File: src/rtl/seg_addr_pkg.sv
package seg_addr_pkg;

   localparam int NUM_SEG = 4;
   localparam int SEL_W   = $clog2(NUM_SEG);

   typedef enum logic [1:0] {
      ACC_FETCH = 2'd0,
      ACC_STACK = 2'd1,
      ACC_DATA  = 2'd2,
      ACC_DATA2 = 2'd3
   } acc_kind_e;

   typedef enum logic [SEL_W-1:0] {
      SEG_CODE  = 2'd0,
      SEG_DATA  = 2'd1,
      SEG_EXTRA = 2'd2,
      SEG_STACK = 2'd3
   } seg_id_e;

endpackage

File: src/rtl/seg_bank.sv
module seg_bank
   import seg_addr_pkg::*;
#(
   parameter int          SEG_W    = 16,
   parameter logic [15:0] RESET_CS = 16'hFFFF
) (
   input  logic             clk,
   input  logic             rst_n,
   input  logic             wr_en,
   input  logic [SEL_W-1:0] wr_sel,
   input  logic [SEG_W-1:0] wr_data,
   input  logic [SEL_W-1:0] rd_sel,
   output logic [SEG_W-1:0] rd_data
);

   logic [SEG_W-1:0] seg_q [NUM_SEG];

   for (genvar g = 0; g < NUM_SEG; g++) begin : g_seg
      localparam logic [SEG_W-1:0] INIT_V =
         (g == int'(SEG_CODE)) ? SEG_W'(RESET_CS) : '0;

      always_ff @(posedge clk) begin
         if (!rst_n)
            seg_q[g] <= INIT_V;
         else if (wr_en && (wr_sel == SEL_W'(g)))
            seg_q[g] <= wr_data;
      end

      AST_SEG_HOLD: assert property (@(posedge clk) disable iff (!rst_n)
         !(wr_en && (wr_sel == SEL_W'(g))) |=> $stable(seg_q[g]));

      AST_SEG_LOAD: assert property (@(posedge clk) disable iff (!rst_n)
         (wr_en && (wr_sel == SEL_W'(g))) |=> (seg_q[g] == $past(wr_data)));
   end

   assign rd_data = seg_q[rd_sel];

endmodule

File: src/rtl/seg_select.sv
module seg_select
   import seg_addr_pkg::*;
(
   input  logic             clk,
   input  logic             rst_n,
   input  logic             req_valid,
   input  logic [1:0]       req_type,
   input  logic             ovr_en,
   input  logic [SEL_W-1:0] ovr_sel,
   output logic [SEL_W-1:0] seg_sel,
   output logic             use_ip
);

   acc_kind_e kind;
   assign kind = acc_kind_e'(req_type);

   always_comb begin
      seg_sel = SEG_DATA;
      use_ip  = 1'b0;
      unique case (kind)
         ACC_FETCH: begin
            seg_sel = SEG_CODE;
            use_ip  = 1'b1;
         end
         ACC_STACK: seg_sel = SEG_STACK;
         ACC_DATA, ACC_DATA2: seg_sel = ovr_en ? ovr_sel : SEG_DATA;
         default: seg_sel = SEG_DATA;
      endcase
   end

   AST_FETCH_CODE: assert property (@(posedge clk) disable iff (!rst_n)
      (req_valid && req_type == 2'd0) |-> (seg_sel == SEG_CODE && use_ip));

   AST_STACK_FIXED: assert property (@(posedge clk) disable iff (!rst_n)
      (req_valid && req_type == 2'd1) |-> (seg_sel == SEG_STACK && !use_ip));

   AST_DATA_DEFAULT: assert property (@(posedge clk) disable iff (!rst_n)
      (req_valid && req_type[1] && !ovr_en) |-> (seg_sel == SEG_DATA));

endmodule

File: src/rtl/seg_adder.sv
module seg_adder #(
   parameter int SEG_W  = 16,
   parameter int OFF_W  = 16,
   parameter int SHIFT  = 4,
   parameter int SPLIT  = 1,
   localparam int ADDR_W = SEG_W + SHIFT
) (
   input  logic [SEG_W-1:0]  seg,
   input  logic [OFF_W-1:0]  off,
   output logic [ADDR_W-1:0] sum
);

   if (SHIFT < 1 || OFF_W <= SHIFT)
      $error("seg_adder: SHIFT must be at least 1 and below OFF_W");
   if (OFF_W >= ADDR_W || (OFF_W - SHIFT) >= SEG_W)
      $error("seg_adder: offset too wide for the address");

   if (SPLIT != 0) begin : g_split
      localparam int HI_OFF_W = OFF_W - SHIFT;
      logic [SEG_W-1:0] hi;
      assign hi  = seg + {{(SEG_W-HI_OFF_W){1'b0}}, off[OFF_W-1:SHIFT]};
      assign sum = {hi, off[SHIFT-1:0]};
   end else begin : g_flat
      logic [ADDR_W-1:0] base;
      assign base = {seg, {SHIFT{1'b0}}};
      assign sum  = base + {{(ADDR_W-OFF_W){1'b0}}, off};
   end

endmodule

File: src/rtl/seg_addr_unit.sv
module seg_addr_unit
   import seg_addr_pkg::*;
#(
   parameter int          SEG_W    = 16,
   parameter int          OFF_W    = 16,
   parameter int          SHIFT    = 4,
   parameter int          SPLIT    = 1,
   parameter logic [15:0] RESET_CS = 16'hFFFF,
   parameter logic [15:0] RESET_IP = 16'h0000,
   localparam int         ADDR_W   = SEG_W + SHIFT
) (
   input  logic              clk,
   input  logic              rst_n,
   input  logic              seg_wr_en,
   input  logic [1:0]        seg_wr_sel,
   input  logic [SEG_W-1:0]  seg_wr_data,
   input  logic              ip_wr_en,
   input  logic [OFF_W-1:0]  ip_wr_data,
   input  logic              req_valid,
   input  logic [1:0]        req_type,
   input  logic              req_ovr_en,
   input  logic [1:0]        req_ovr_sel,
   input  logic [OFF_W-1:0]  req_offset,
   output logic              addr_valid,
   output logic [ADDR_W-1:0] addr_out
);

   if (SEL_W != 2)
      $error("seg_addr_unit: select ports assume four segments");

   logic [SEL_W-1:0]  seg_sel;
   logic              use_ip;
   logic [SEG_W-1:0]  seg_val;
   logic [OFF_W-1:0]  ip_q;
   logic [OFF_W-1:0]  eff_off;
   logic [ADDR_W-1:0] sum;
   logic              valid_q;
   logic [ADDR_W-1:0] addr_q;

   seg_bank #(.SEG_W(SEG_W), .RESET_CS(RESET_CS)) i_bank (
      .clk     (clk),
      .rst_n   (rst_n),
      .wr_en   (seg_wr_en),
      .wr_sel  (seg_wr_sel),
      .wr_data (seg_wr_data),
      .rd_sel  (seg_sel),
      .rd_data (seg_val)
   );

   seg_select i_sel (
      .clk       (clk),
      .rst_n     (rst_n),
      .req_valid (req_valid),
      .req_type  (req_type),
      .ovr_en    (req_ovr_en),
      .ovr_sel   (req_ovr_sel),
      .seg_sel   (seg_sel),
      .use_ip    (use_ip)
   );

   always_ff @(posedge clk) begin
      if (!rst_n)
         ip_q <= OFF_W'(RESET_IP);
      else if (ip_wr_en)
         ip_q <= ip_wr_data;
   end

   assign eff_off = use_ip ? ip_q : req_offset;

   seg_adder #(.SEG_W(SEG_W), .OFF_W(OFF_W), .SHIFT(SHIFT), .SPLIT(SPLIT)) i_add (
      .seg (seg_val),
      .off (eff_off),
      .sum (sum)
   );

   always_ff @(posedge clk) begin
      if (!rst_n) begin
         valid_q <= 1'b0;
         addr_q  <= '0;
      end else begin
         valid_q <= req_valid;
         if (req_valid)
            addr_q <= sum;
      end
   end

   assign addr_valid = valid_q;
   assign addr_out   = addr_q;

   AST_VALID_AFTER_REQ: assert property (@(posedge clk) disable iff (!rst_n)
      req_valid |=> addr_valid);

   AST_IDLE_NO_VALID: assert property (@(posedge clk) disable iff (!rst_n)
      !req_valid |=> !addr_valid);

   AST_IDLE_HOLD: assert property (@(posedge clk) disable iff (!rst_n)
      !req_valid |=> $stable(addr_out));

   AST_LOW_PASS: assert property (@(posedge clk) disable iff (!rst_n)
      req_valid |=> (addr_out[SHIFT-1:0] == $past(eff_off[SHIFT-1:0])));

   AST_IP_HOLD: assert property (@(posedge clk) disable iff (!rst_n)
      !ip_wr_en |=> $stable(ip_q));

endmodule

File: config.mk
export PLATFORM = sky130hd
export DESIGN_NAME = seg_addr_unit
export DESIGN_NICKNAME = d
export VERILOG_FILES = /design/src/rtl/seg_addr_pkg.sv /design/src/rtl/seg_bank.sv /design/src/rtl/seg_select.sv /design/src/rtl/seg_adder.sv /design/src/rtl/seg_addr_unit.sv
export SDC_FILE = /design/constraint.sdc
export NUM_CORES = 1
export LEC_CHECK = 0
export BUFFER_PORTS_ARGS = -buffer_cell sky130_fd_sc_hd__buf_2
export CAP_MARGIN = 30
export CORE_MARGIN = 2
export CORE_UTILIZATION = 60
export CTS_CLUSTER_DIAMETER = 50
export CTS_CLUSTER_SIZE = 8
export DETAILED_ROUTE_END_ITERATION = 16
export GPL_ROUTABILITY_DRIVEN = 0
export HOLD_SLACK_MARGIN = 0.1
export MAX_ROUTING_LAYER = met4
export PLACE_DENSITY = 0.88
export SLEW_MARGIN = 10
export SYNTH_ARGS = -nofsm -noshare
export SYNTH_HDL_FRONTEND = slang
export SYNTH_SLANG_ARGS = --single-unit
File: constraint.sdc
create_clock -name clk -period 5.65 [get_ports clk]
set_input_delay 0 -clock clk [delete_from_list [all_inputs] [get_ports clk]]
set_output_delay 0 -clock clk [all_outputs]
set_load 0.01 [all_outputs]
==> results.txt <==
Num CTS Buffers - 9
layout cells sized above 1 - 21.2%
via count - 4084
hold path start - req_valid
ys flop type - edfxtp_1
post-route clock period utilization - 63.3%
post-synthesis sequential area ratio - 51.3%
Critical Path Start Type - input port
initial drt markers - 302
number of remaining DRC errors - 0
first-pass GRT wire length - 20600 um
CTS H-tree lvls - 3
fmax - 0.280 GHz
CTS tree - built
outcome - complete, no violations
EDFF count, synth - 64
initial core utilization - 62.5%
drt via density - 5.88
mux share of post-synthesis cell area - 8.08%
dpl hpwl - 8310 um
Die Wd - 97.0 um
Mapped Cells - 479
Final Skew - 14.6 ps
number of max-cap violations - 0
clock transition at the registers of the reported paths - 100 ps
drt pass-1 iters - 5
Post-Syn Area per Cell - 10.8 um2
antenna-violating nets left - 0
Arr. time, crit path - 3810 ps
Finished Core Util - 74.7%
Root Driver - clkbuf_8
clock sink count - 101
Post-CTS Hold Fix Bufs - 36
critical path class - in -> reg
I/O Buffers - 80
Routed WL per cell - 18.1 um
DIE HEIGHT - 97.0 um
Post-Syn Area - 0.00519 mm2
gr ovfl total - 0
vias in the first global route - 4243
YS warnings - 0
crit path launch - req_type[1]
CP endpoint kind - register
Power Density - 273 mW/mm2
CP Max Fanout - 24
slew margin rel. - 37.1%
wire length after detailed routing - 12600 um
post-synthesis simple-gate area fraction - 20.2%
reg2reg start - i_bank.seg_q[3][10]
Mapped Nets - 552
hold crit path type - in -> reg
Compound-Gate Fraction of Synth Area - 12.5%
Max IR drop VDD - 0.000171 V
setup violators final - 0
worst reg-to-reg setup slack - 3080 ps
Unique masters post-synth - 56
# Post-CTS Setup Buffers - 0
core area - 0.00830 mm2
Slew @ Worst Pin - 943 ps
row cnt - 33
GRT Total Usage - 28.2%
Synth Area in XOR/XNOR - 1.52%
minimum clock period after layout - 3580 ps
antenna violations before repair - 0
final hold violations - 0
Die Area - 0.00941 mm2
largest family of logic cells by synthesized area - simple AND/OR/NAND/NOR gates
post-cts sizing count - 0
Leak - 0.00257 uW
Antenna diodes - 0
largest net degree at the start of global routing - 46
RSZ-0062 raised after global routing - no
FF+latch count, synth - 101
CP Data Required Time - 5890 ps
setup_tns - 0 ps
Area Growth Syn to Fin - 19.6%
Worst-Skew Late Latency - 380 ps
Pins Over Slew Limit - 0
# nets final - 657
Synth Area in Adders - 3.28%
ys async rst share - 0%
Ports - 81
clk buf depth - 2
-- power by group --
part,internal [uW],switching (uW),total (uW)
logic,170,211,381
clock network,166,268,435
registers,846,28.4,875
total,1180,508,1690
-- cell usage after synthesis, types with 5 or more instances --
| cell type | n | share of area, % |
|---|---|---|
| or3_1 | 18 | 2.2 |
| o211a_1 | 5 | 0.96 |
| edfxtp_1 | 64 | 37 |
| xnor2_1 | 9 | 1.5 |
| mux2i_1 | 25 | 4.8 |
| buf_2 | 6 | 0.58 |
| ha_1 | 12 | 2.9 |
| mux2_2 | 13 | 2.8 |
| nand3_1 | 12 | 1.2 |
| o21ai_0 | 21 | 2.0 |
| nor2_1 | 15 | 1.1 |
| o21a_1 | 5 | 0.72 |
| a21oi_1 | 12 | 1.2 |
| dfxtp_1 | 37 | 14 |
| inv_1 | 10 | 0.72 |
| nand3b_1 | 7 | 1.0 |
| clkbuf_1 | 19 | 1.4 |
| nor2b_1 | 23 | 2.8 |
| nor3_1 | 5 | 0.48 |
| a31oi_1 | 13 | 1.6 |
| nand2_1 | 43 | 3.1 |
| a221oi_1 | 8 | 1.4 |
| and2_1 | 49 | 5.9 |
-- critical path: stages --
cell and delay (ps):
buf_2 200, or2_1 670, nand2_1 740, a221oi_1 480
a31oi_1 130, ha_1 390, a41oi_1 240, o21ai_0 180
a21oi_1 370, a221oi_2 130, xnor2_1 180, a21oi_1 80
-- final cells by class --
| class | count | area, um2 |
|---|---|---|
| sequential | 101 | 2660 |
| multi-input combinational | 340 | 2380 |
| fill | 574 | 2100 |
| timing repair buffer | 122 | 813 |
| tap | 105 | 131 |
| clock buffer | 9 | 124 |
| clock inverter | 7 | 57.6 |
| inverter | 10 | 37.5 |
-- cells in the final DEF (no fill, tap or decap), types with 15 or more instances in the layout --
cell type,n
edfxtp_1,64
o21ai_0,17
and2_1,49
dlygate4sd3_1,36
mux2i_1,25
nor2_1,15
nand2_1,43
dfxtp_1,37
or3_1,18
buf_2,80
nor2b_1,23
-- cell families after synthesis --
group | after synthesis
buffers and inverters | 38
and+or+nand+nor | 187
adders and majority gates | 13
xor gates and xnor gates | 9
DFF | 101
muxes | 39
AOI/OAI and AO/OA | 92
-- registers in the layout, indices dropped and copies added, names as in the netlist --
signal,cells
addr_out,20
i_bank.seg_q,64
addr_valid,1
ip_q,16
-- stage by stage --
stage | total power, uW | worst slack [ps] | cell area, um2 | cells | hold WS, ps
after floorplan | 1130 | 2900 | 5190 | 479 | 169
after detailed placement | 1240 | 1760 | 5620 | 638 | 267
after global placement | 1220 | 1980 | 5620 | 638 | 262
final | 1690 | 2070 | 6200 | 694 | 157
after CTS | 1680 | 2150 | 6170 | 690 | 146
after global routing | 1770 | 1760 | 6200 | 694 | 185
-- path summary, 6_finish.rpt --
check,endpoint,cells past startpoint
worst max register to register,addr_out[18],9
worst min-delay path,addr_out[17],2
worst max-delay path,addr_out[18],12
worst min register to register,addr_out[10],2
-- metal layers --
metal | vias up | track usage, % | part of all wire, %
li1 | 1955 | - | -
met3 | 24 | 4.77 | 6.5
met1 | 1931 | 35.4 | 42
met5 | - | - | 0
met4 | 0 | 10.5 | 1.8
met2 | 174 | 46.2 | 50
Note: power is estimated with default switching activity, not from simulation.
